File: src/rtl/bfs_pkg.sv
package bfs_pkg;
  typedef struct packed {
    logic clearShort;  // release all latched shorts this edge
    logic coastReq;    // coast condition seen this cycle
    logic srcFault;    // non-latched fault source seen this cycle
  } bfs_strobe_t;
endpackage

File: src/rtl/bfs_ctrl.sv
module bfs_ctrl
  import bfs_pkg::*;
(
  input  logic        clk,
  input  logic        rstN,
  input  logic        clrReq,
  input  logic [2:0]  hallCode,
  input  logic        uvTrip,
  input  logic        otTrip,
  input  logic        commStrobe,
  output bfs_strobe_t strobe,
  output logic        coastQ,
  output logic        srcFaultQ
);
  logic hallBad;

  always_comb begin
    hallBad           = (hallCode == 3'b000) || (hallCode == 3'b111);
    strobe.clearShort = clrReq | commStrobe;
    strobe.srcFault   = hallBad | uvTrip | otTrip;
    strobe.coastReq   = clrReq | strobe.srcFault;
  end

  always_ff @(posedge clk or negedge rstN) begin
    if (!rstN) begin
      coastQ    <= 1'b0;
      srcFaultQ <= 1'b0;
    end else begin
      coastQ    <= strobe.coastReq;
      srcFaultQ <= strobe.srcFault;
    end
  end
endmodule

File: src/rtl/bfs_short_dp.sv
module bfs_short_dp
  import bfs_pkg::*;
#(
  parameter int NPH        = 3,
  parameter int SETTLE_CYC = 4
) (
  input  logic             clk,
  input  logic             rstN,
  input  bfs_strobe_t      strobe,
  input  logic [NPH-1:0]   desatCmp,
  input  logic [NPH-1:0]   hsGateOn,
  output logic [NPH-1:0]   shortQ
);
  localparam int CW = $clog2(SETTLE_CYC + 1);

  for (genvar p = 0; p < NPH; p++) begin : g_phase
    logic [CW-1:0] onCnt;
    logic          armed;
    logic          detect;

    always_comb begin
      armed  = (onCnt == CW'(SETTLE_CYC));
      detect = armed & hsGateOn[p] & desatCmp[p];
    end

    always_ff @(posedge clk or negedge rstN) begin
      if (!rstN) begin
        onCnt     <= '0;
        shortQ[p] <= 1'b0;
      end else begin
        if (!hsGateOn[p])  onCnt <= '0;
        else if (!armed)   onCnt <= onCnt + CW'(1);
        if (strobe.clearShort) shortQ[p] <= 1'b0;
        else if (detect)       shortQ[p] <= 1'b1;
      end
    end
  end
endmodule

File: src/rtl/bridge_fault_sup.sv
module bridge_fault_sup
  import bfs_pkg::*;
#(
  parameter int NPH        = 3,
  parameter int SETTLE_CYC = 4
) (
  input  logic           clk,
  input  logic           rstN,
  input  logic           clrReq,
  input  logic [2:0]     hallCode,
  input  logic           uvTrip,
  input  logic           otTrip,
  input  logic [NPH-1:0] desatCmp,
  input  logic [NPH-1:0] hsGateOn,
  input  logic           commStrobe,
  output logic           coastCmd,
  output logic           hsInhibit,
  output logic           faultFlag
);
  bfs_strobe_t    strobe;
  logic           coastQ;
  logic           srcFaultQ;
  logic [NPH-1:0] shortQ;

  bfs_ctrl u_ctrl (
    .clk(clk), .rstN(rstN), .clrReq(clrReq), .hallCode(hallCode),
    .uvTrip(uvTrip), .otTrip(otTrip), .commStrobe(commStrobe),
    .strobe(strobe), .coastQ(coastQ), .srcFaultQ(srcFaultQ)
  );

  bfs_short_dp #(.NPH(NPH), .SETTLE_CYC(SETTLE_CYC)) u_dp (
    .clk(clk), .rstN(rstN), .strobe(strobe),
    .desatCmp(desatCmp), .hsGateOn(hsGateOn), .shortQ(shortQ)
  );

  always_comb begin
    coastCmd  = coastQ;
    hsInhibit = |shortQ;
    faultFlag = srcFaultQ | hsInhibit;
  end
endmodule

File: config.mk
export PLATFORM = sky130hd
export DESIGN_NAME = bridge_fault_sup
export DESIGN_NICKNAME = d
export VERILOG_FILES = /design/src/rtl/bfs_pkg.sv /design/src/rtl/bfs_ctrl.sv /design/src/rtl/bfs_short_dp.sv /design/src/rtl/bridge_fault_sup.sv
export SDC_FILE = /design/constraint.sdc
export NUM_CORES = 1
export LEC_CHECK = 0
export CAP_MARGIN = 0
export CORE_AREA = 2 2 45 47
export CTS_CLUSTER_DIAMETER = 80
export DETAILED_ROUTE_END_ITERATION = 10
export DIE_AREA = 0 0 47 49
export PLACE_DENSITY = 0.77
export SLEW_MARGIN = 20
export SYNTH_ARGS = -nofsm -noshare
export SYNTH_HDL_FRONTEND = slang
export SYNTH_SLANG_ARGS = --single-unit
File: constraint.sdc
create_clock -name clk -period 1.85 [get_ports clk]
set_input_delay 0.4625 -clock clk [delete_from_list [all_inputs] [get_ports clk]]
set_output_delay 0.4625 -clock clk [all_outputs]
set_load 0.1 [all_outputs]
==> key figures <==
Synth
  – Post-synthesis sequential area ratio: 0.500
  – Ys Warns: 0
  – Post-synth top area share: 0.500
  – Synthesized net count: 87
  – Register bit total from synthesis: 14
  – Synth Instances: 66
  – Synth Cell Area: 701 sq um
  – Top area cells in the synthesized netlist: dfrtp_1 50%, ha_1 11%, o21a_1 6.4%
  – Yosys cell types: 17
  – Syn avg cell area: 10.6 sq um
  – Synth area leader: dfrtp_1

Timing
  – F_max: 527 MHz
  – Post-layout minimum cycle time: 1.90 ns
  – Clk_skew: 0.00114 ns
  – Period utilization: 1.03
  – Worst Slack Setup Final: -0.0488 ns
  – RSZ-0062 raised after global routing: true
  – Final count of hold timing violations: 0
  – Max Transition Viols Final: 0
  – Least-Margin Pin Slew: 0.207 ns
  – Rel. slew slack: 0.862
  – Hold_ws: 0.491 ns
  – Final setup violation count: 1

Place
  – Placed Cells: 111
  – Routability congestion estimate from global placement: 0.728
  – Post-DP HPWL: 1.04 mm
  – IO buf count: 17

CTS
  – PostCTS Resize Cnt: 0
  – Root Driver: clkbuf_4
  – CTS tree: built
  – Cts hold-fix bufs: 0
  – Clock buffer depth: 2
  – Worst skew pair latency: 0.27 ns
  – Clock sinks: 14
  – H-tree levels: 1
  – CTS Buf Count: 3
  – Reg clk slew, reported paths: 0.08 ns

Routing
  – Total Wirelength: 1.32 mm
  – Vias: 586
  – Avg WL per Cell: 11.3 um
  – DRC violation count after routing: 0
  – DRT iter0 DRCs: 1
  – Post-route ant nets: 0
  – Vias per inst: 5.01
  – Total iterations of the first detailed-routing run: 3

Power and ir drop
  – Leakage: 0.000469 uW
  – VDD IR max: 0.319 mV
  – Overall power: 680 uW
  – PD cells: 687 nW/um^2

Critical path
  – CP Max Fanout: 2
  – Crit Path Category: reg2out
  – Worst Setup Start Kind: flip-flop
  – Crit path cell chain: or3_4 -> or2_4 -> buf_12
  – Crit-path leading delay family: simple AND/OR/NAND/NOR gates
  – WP data required: 1.39 ns
  – Slowest cell delay on critical path: 0.38 ns
  – CP bufs+invs: 1
  – Crit. End Element: output pin
  – Worst EP arrival: 1.44 ns
  – CP max-delay cell: dfrtp_1

Run status
  – Failing checks: negative setup slack
  – Status: complete, but fails checks

Global route
  – Initial antenna violation count: 0
  – All-Layer GR Usage: 0.138
  – First-pass GRT wire length: 2.27 mm
  – Remaining global-route overflow: 0
  – Vias in the first global route: 591
  – Largest net degree at the start of global routing: 15

Final layout
  – Filler cells: 175
  – Commonest non-fill, non-tap cells in the layout: 14 x clkdlybuf4s50_1, 14 x dfrtp_1, 9 x inv_1
  – Final net count: 113
  – Inserted Diodes: 0
  – Core Util, Final: 0.537
  – Number of non-filler instances in the completed layout: 117
  – Layout cell share with drive strength beyond 1: 0.133
  – Area Growth Syn to Fin: 41.2%

Hold path
  – Worst Hold Class: in2async

Floorplanning
  – Row count: 16
  – Die height: 49 um
  – DIE WIDTH: 47 um
  – Starting density of the core: 0.380
  – Top Ports: 18
  – CORE AREA: 1840 sq um
  – Die area: 2300 sq um

Job
  – Max cap viols: 0
report_power, final:
part           leakage [uW]  switching [uW]  internal, uW
combinational      0.000276            81.8          84.2
sequential         0.000179            22.9           330
clock             0.0000138            86.1          75.2
final cells by class:
cell class / instances / area (sq um) / share of cell area
Tap cell: 27 / 33.8 / 0.0341
Clock buffer: 3 / 22.5 / 0.0228
Inverter: 9 / 33.8 / 0.0341
Multi-Input combinational cell: 43 / 319 / 0.322
Timing Repair Buffer: 21 / 230 / 0.233
Sequential cell: 14 / 350 / 0.354
flip-flops by register name, indices dropped and copies added, names as in the netlist:
name,count
u_ctrl.coastQ,1
u_ctrl.srcFaultQ,1
u_dp.shortQ,3
u_dp.g_phase.onCnt,9
stage by stage:
| step | setup TNS (ns) | setup slack (ns) | cell area (sq um) |
|---|---|---|---|
| after floorplan | 0 | 0.0867 | 703 |
| after global placement | 0 | 0.225 | 945 |
| after detailed placement | 0 | 0.209 | 945 |
| after CTS | -0.0557 | -0.0557 | 982 |
| after global routing | -0.0968 | -0.0968 | 990 |
| final | -0.0488 | -0.0488 | 990 |
worst reg2reg max path: cells and delay by family, from the launching register on:
kind | cells | cell delay, ns
AOI/OAI and AO/OA | 1 | 0.17
adders and majority gates | 1 | 0.25
buffers and inverters | 1 | 0.06
DFF | 1 | 0.38
and+or+nand+nor | 1 | 0.20
path summary, 6_finish.rpt:
path / startpoint / endpoint / slack [ns] / cells after the start
max in group asynchronous: rstN / u_dp.shortQ[0] / 1.20 / 2
worst min register to register: u_dp.g_phase[1].onCnt[2] / u_dp.g_phase[1].onCnt[2] / 0.57 / 1
worst min-delay path: rstN / u_dp.g_phase[2].onCnt[2] / 0.49 / 2
worst max-delay path: u_dp.shortQ[0] / faultFlag / -0.05 / 3
worst max register to register: u_dp.g_phase[2].onCnt[0] / u_dp.g_phase[2].onCnt[1] / 0.68 / 4
min in group clk: u_dp.g_phase[1].onCnt[2] / u_dp.g_phase[1].onCnt[2] / 0.57 / 1
kinds of logic after synthesis:
logic type / share of synthesized area
AO/OA/AOI/OAI: 0.204
adder cells (fa/ha/maj): 0.107
flip-flops: 0.500
AND/OR/NAND/NOR: 0.141
buffers and inverters: 0.0482
timing repair:
item / CTS / global route
setup endpoints to repair: 1 / 1
buffers inserted: 2 / 1
pin swaps: 1 / 0
cells in the mapped netlist, drive strengths merged:
| cell type | n |
|---|---|
| dfrtp | 14 |
| inv | 9 |
| and3 | 6 |
| ha | 6 |
| o21a | 6 |
| a21boi | 3 |
| a21oi | 3 |
| a31oi | 3 |
| a41oi | 3 |
| nor3 | 3 |
| o21ai | 3 |
| nand3 | 2 |
| or3 | 2 |
| nand4b | 1 |
| nor2 | 1 |
| or2 | 1 |
per-layer routing:
| layer | wire length (um) | up-vias | global-route usage |
|---|---|---|---|
| li1 | - | 287 | - |
| met1 | 535 | 280 | 0.125 |
| met2 | 720 | 17 | 0.258 |
| met3 | 45 | 2 | 0.0259 |
| met4 | 20 | 0 | 0.0833 |
| met5 | 0 | - | 0 |
Note: power is estimated with default switching activity, not from simulation.
